### config.mk
export PLATFORM = sky130hd
export DESIGN_NAME = conv_seq_ctrl
export DESIGN_NICKNAME = d
export VERILOG_FILES = /design/src/rtl/conv_seq_pkg.sv /design/src/rtl/cs_sync.sv /design/src/rtl/conv_timer.sv /design/src/rtl/bit_counter.sv /design/src/rtl/conv_seq_ctrl.sv
export SDC_FILE = /design/constraint.sdc
export NUM_CORES = 1
export LEC_CHECK = 0
export ABC_AREA = 1
export BUFFER_PORTS_ARGS = -buffer_cell sky130_fd_sc_hd__buf_2
export CORE_MARGIN = 4
export CORE_UTILIZATION = 51
export CTS_BUF_LIST = sky130_fd_sc_hd__clkbuf_4
export CTS_CLUSTER_DIAMETER = 200
export DETAILED_ROUTE_END_ITERATION = 7
export GPL_TIMING_DRIVEN = 0
export PLACE_DENSITY = 0.72
export SLEW_MARGIN = 20
export SYNTH_ARGS = -nofsm -noshare
export SYNTH_HDL_FRONTEND = slang
export SYNTH_HIERARCHICAL = 1
export SYNTH_SLANG_ARGS = --single-unit
export TNS_END_PERCENT = 20
### constraint.sdc
create_clock -name clk -period 3.5 [get_ports clk]
set_input_delay 0.175 -clock clk [delete_from_list [all_inputs] [get_ports clk]]
set_output_delay 0.175 -clock clk [all_outputs]
set_load 0.05 [all_outputs]
### src/rtl/conv_seq_pkg.sv
package conv_seq_pkg;

  typedef enum logic [1:0] {
    ST_BOOT  = 2'd0,
    ST_CONV  = 2'd1,
    ST_SLEEP = 2'd2,
    ST_XFER  = 2'd3
  } phase_t;

  // busy is reported in the start-up phase and during a conversion
  function automatic logic phase_busy(input phase_t p);
    return (p == ST_BOOT) || (p == ST_CONV);
  endfunction

  function automatic logic phase_xfer(input phase_t p);
    return (p == ST_XFER);
  endfunction

endpackage

### src/rtl/cs_sync.sv
module cs_sync #(
  parameter int STAGES = 2
) (
  input  logic clk,
  input  logic rst_n,
  input  logic cs_n,
  output logic cs_lvl,
  output logic cs_rise
);
  localparam int TOP = STAGES - 1;

  logic [TOP:0] chain;
  logic         lvl_q;

  always_ff @(posedge clk) begin
    if (!rst_n) begin
      chain <= '1;
      lvl_q <= 1'b1;
    end else begin
      chain <= {chain[TOP-1:0], cs_n};
      lvl_q <= chain[TOP];
    end
  end

  assign cs_lvl  = chain[TOP];
  assign cs_rise = chain[TOP] & ~lvl_q;
endmodule

### src/rtl/conv_timer.sv
module conv_timer #(
  parameter int CNT_W = 16
) (
  input  logic             clk,
  input  logic             rst_n,
  input  logic             load,
  input  logic             run,
  input  logic [CNT_W-1:0] len,
  output logic             done
);
  localparam logic [CNT_W-1:0] ONE = CNT_W'(1);

  function automatic logic [CNT_W-1:0] clamp_len(input logic [CNT_W-1:0] l);
    return (l == '0) ? ONE : l;
  endfunction

  logic [CNT_W-1:0] remain;

  always_ff @(posedge clk) begin
    if (!rst_n)                   remain <= '0;
    else if (load)                remain <= clamp_len(len);
    else if (run && remain > ONE) remain <= remain - ONE;
  end

  assign done = run && (remain == ONE);
endmodule

### src/rtl/bit_counter.sv
module bit_counter #(
  parameter int MAX_BITS = 32,
  parameter int BIT_W    = $clog2(MAX_BITS + 1)
) (
  input  logic             clk,
  input  logic             rst_n,
  input  logic             clr,
  input  logic             inc,
  input  logic [BIT_W-1:0] word_len,
  output logic             last
);
  localparam logic [BIT_W-1:0] MAXV = BIT_W'(MAX_BITS);
  localparam logic [BIT_W-1:0] ONE  = BIT_W'(1);

  function automatic logic [BIT_W-1:0] clamp_word(input logic [BIT_W-1:0] w);
    if (w == '0)  return ONE;
    if (w > MAXV) return MAXV;
    return w;
  endfunction

  logic [BIT_W-1:0] seen;

  always_ff @(posedge clk) begin
    if (!rst_n)   seen <= '0;
    else if (clr) seen <= '0;
    else if (inc) seen <= seen + ONE;
  end

  assign last = inc && (seen == clamp_word(word_len) - ONE);
endmodule

### src/rtl/conv_seq_ctrl.sv
module conv_seq_ctrl #(
  parameter int CNT_W       = 16,
  parameter int MAX_BITS    = 32,
  parameter int SYNC_STAGES = 2,
  localparam int BIT_W      = $clog2(MAX_BITS + 1)
) (
  input  logic             clk,
  input  logic             rst_n,
  input  logic             cs_n,
  input  logic             sck_edge,
  input  logic [CNT_W-1:0] conv_len,
  input  logic [BIT_W-1:0] word_len,
  output logic             busy,
  output logic             start_conv,
  output logic             data_en
);
  import conv_seq_pkg::*;

  phase_t phase, phase_nxt;
  logic   launch;
  logic   start_q;
  logic   cs_lvl, cs_rise;
  logic   conv_done;
  logic   word_last;
  logic   in_xfer;

  cs_sync #(.STAGES(SYNC_STAGES)) u_sync (
    .clk(clk), .rst_n(rst_n), .cs_n(cs_n),
    .cs_lvl(cs_lvl), .cs_rise(cs_rise)
  );

  conv_timer #(.CNT_W(CNT_W)) u_timer (
    .clk(clk), .rst_n(rst_n), .load(launch),
    .run(phase == ST_CONV), .len(conv_len), .done(conv_done)
  );

  bit_counter #(.MAX_BITS(MAX_BITS), .BIT_W(BIT_W)) u_bits (
    .clk(clk), .rst_n(rst_n), .clr(!in_xfer),
    .inc(in_xfer && sck_edge), .word_len(word_len), .last(word_last)
  );

  assign in_xfer = phase_xfer(phase);

  always_comb begin
    phase_nxt = phase;
    launch    = 1'b0;
    unique case (phase)
      ST_BOOT: begin
        launch    = 1'b1;
        phase_nxt = ST_CONV;
      end
      ST_CONV:  if (conv_done) phase_nxt = ST_SLEEP;
      ST_SLEEP: if (!cs_lvl)   phase_nxt = ST_XFER;
      ST_XFER: begin
        if (cs_rise || word_last) begin
          launch    = 1'b1;
          phase_nxt = ST_CONV;
        end
      end
      default: phase_nxt = ST_BOOT;
    endcase
  end

  always_ff @(posedge clk) begin
    if (!rst_n) begin
      phase   <= ST_BOOT;
      start_q <= 1'b0;
    end else begin
      phase   <= phase_nxt;
      start_q <= launch;
    end
  end

  assign busy       = phase_busy(phase);
  assign data_en    = in_xfer;
  assign start_conv = start_q;
endmodule

==> reports/results.ini <==
[place]
gp_congestion = 0.877
hpwlAfterDp_um = 3780
place.port_buffers = 28

[layout]
syn_to_final_growth_pct = 11.1
final_nets = 421
drive_gt1_share_pct = 17.1
antenna_cells = 0

[sta]
grt_setup_unrepaired = false
finalSetupViolCount = 0
post-route-min-period_ns = 2.81
worstMarginPinSlew_ns = 0.455
relSlewSlack_pct = 69.6
max_freq_ghz = 0.356
whs_ns = 0.0931
finalHoldViolations = 0
drv_slew = 0
fin_crit_sh_pct = 80.4
fin_worst_skew_ns = 0.00249
tns_ns = 0

[synth]
synthCells = 352
synth_top_area_share_pct = 25.9
netlist_area_um2 = 2160
ys_seq_area_share_pct = 25.9
synth_warnings = 6
synth_seq_cells = 28
yosysTopAreaCell = dfxtp_1
synth_nets = 387
synthTopCellsByArea = dfxtp_1 (26%), nand2_1 (16%), nor2_1 (12%), inv_1 (7.6%), nand3_1 (6.0%)
yosysUniqueCellTypes = 33
avgSynthCellArea_um2 = 6.14

[worst_setup_path]
worstPathRequired_ns = 3.77
cp-end-kind = flop
path_cells = ha_1 -> nand2_1 -> inv_1 -> inv_1 -> nor2_1 -> nand2_1 -> nor2_1 -> nand3b_1 -> nor3_2 -> inv_1 -> nand2_1 -> a21oi_1 -> nor2_1 -> buf_2 -> clkbuf_1 -> nand2_1 -> nand2_1 -> nand2_1 -> a21oi_1
slowest_delay_ns = 0.45
crit_path_start_kind = flop
worstPathArrival_ns = 3.08
cp_slowest_cell = dfxtp_1
path_delay_family = simple AND/OR/NAND/NOR gates
path_buf_inv = 5
crit_path_max_fanout = 10
critical_path_class = flop to flop
crit_top_cell = nand2_1

[routing]
drc_errors = 0
drt.antenna.violating_nets = 0
wl_um = 4770
wl_per_cell_um = 11.0
avgViaCountPerCell = 4.92
num_vias = 2139
dr.pass1.iters = 4
dr.first_iter.drc_count = 65

[hold_path]
worstHoldPathType = input port to flop

[floorplanning]
die_w_um = 73.1
io_pins = 29
chipHeight_um = 73.1
core_area_um2 = 4060
start_util_pct = 53.3
rows = 23
die-area_um2 = 5350

[clock_tree]
cts_made_buffers = 3
cts.clk_slew.worst_paths_ns = 0.15
cts_max_level = 1
root_buffer = clkbuf_4
clk_latency_ns = 0.32
clock_path_buffers = 2
cts_sinks = 28
cts_tree = done

[global_route]
grt_max_degree = 16
grt_pass1_wl_um = 8020
grt_pass1_vias = 1912
grt.overflow.total = 0
globalRouteTotalUtil_pct = 18.7
antenna_found_initial = 0

[pwr]
p_leak_nw = 1.20
vdd_drop_max_uv = 490
power_density_nw_per_um2 = 803
power_mw = 1.93

[status]
status = completed

[flow_run]
drv_cap = 0

timing repair:
| item | 4_1_cts | 5_1_grt |
|---|---|---|
| gates resized for setup | 0 | 0 |
| setup endpoints to repair | 0 | 0 |
| hold buffers | 1 | 0 |
| buffers inserted | 0 | 0 |
| endpoints found under the hold margin | 1 | 0 |
Yosys cell counts:
library cell	number
nand2_1	90
nor2_1	68
inv_1	44
dfxtp_1	28
nand3_1	26
a21oi_1	12
o21ai_0	10
ha_1	9
nor2_2	9
nand2_2	7
nor3_1	5
xnor2_1	4
inv_2	3
mux2i_1	3
nor2_4	3
nor3b_1	3
xor2_1	3
buf_2	2
buf_6	2
clkbuf_1	2
nand2_4	2
nand3_2	2
nand3b_1	2
nand4_1	2
o21ai_1	2
or2_2	2
a21boi_0	1
a21o_1	1
a31oi_1	1
nand3_4	1
nor3_2	1
nor4b_1	1
xor2_2	1
sequential cells by signal, summed over array words and instances (netlist names):
name,count
start_conv,1
u_timer/remain,16
phase,2
u_sync/lvl_q,1
u_sync/chain,2
u_bits/seen,6
through the flow:
step	utilization, %	instances	area, µm²	worst slack [ns]
after global routing	59.2	435	2400	0.338
after CTS	59.2	435	2400	0.619
final	59.2	435	2400	0.688
after detailed placement	58.3	430	2360	0.500
after floorplan	-	352	2160	0.983
after global placement	58.3	430	2360	0.484
report_power, final:
group	internal, mW	total, mW	switching, mW
registers	0.401	0.492	0.0910
logic	0.462	1.30	0.834
clock network	0.0418	0.139	0.0973
total	0.904	1.93	1.02
layout by cell type (no fill, tap or decap), types with 3 or more instances in the layout:
| cell | count |
|---|---|
| nand2_1 | 90 |
| ha_1 | 9 |
| nor3_1 | 5 |
| buf_2 | 30 |
| nand3_1 | 26 |
| inv_2 | 3 |
| a21oi_1 | 12 |
| inv_1 | 44 |
| xnor2_1 | 4 |
| nor3b_1 | 3 |
| mux2i_1 | 3 |
| o21ai_0 | 10 |
| xor2_1 | 3 |
| dfxtp_1 | 28 |
| nor2_1 | 68 |
| nor2_4 | 3 |
| clkbuf_4 | 3 |
| nor2_2 | 9 |
| nand2_2 | 7 |
cells by family after synthesis:
family | count (synthesis) | share of synthesized area [%]
mux | 3 | 1.39
xor+xnor | 8 | 3.59
flops | 28 | 25.9
buf+inv | 53 | 10.0
fa+ha+maj | 9 | 5.21
compound gates | 27 | 6.54
simple gates | 224 | 47.3
final cells by class:
type                            count  area (µm²)
Multi-Input combinational cell    271        1390
Fill cell                         428        1660
Inverter                           47         176
Sequential cell                    28         561
Clock inverter                      1        3.75
Timing Repair Buffer               29         150
Tap cell                           50        62.6
Buffer                              6        40.0
Clock buffer                        3        22.5
routing by layer:
metal	GRT usage, %	wire length [µm]
met5	0	0
met4	3.89	47
met3	2.48	286
met2	34.1	2290
met1	23.2	2140
path summary, 6_finish.rpt:
kind / startpoint / end / slack (ns) / depth (start not counted)
max reg2reg: phase[0]$_SDFFE_PN0P_ / u_timer/remain[10]$_SDFFE_PN0P_ / 0.69 / 19
min reg2reg: u_sync/chain[0]$_SDFF_PN1_ / u_sync/chain[1]$_SDFF_PN1_ / 0.43 / 2
max: phase[0]$_SDFFE_PN0P_ / u_timer/remain[10]$_SDFFE_PN0P_ / 0.69 / 19
min: rst_n / u_sync/lvl_q$_SDFF_PN1_ / 0.09 / 2
Power figures use the tool's default switching activity.
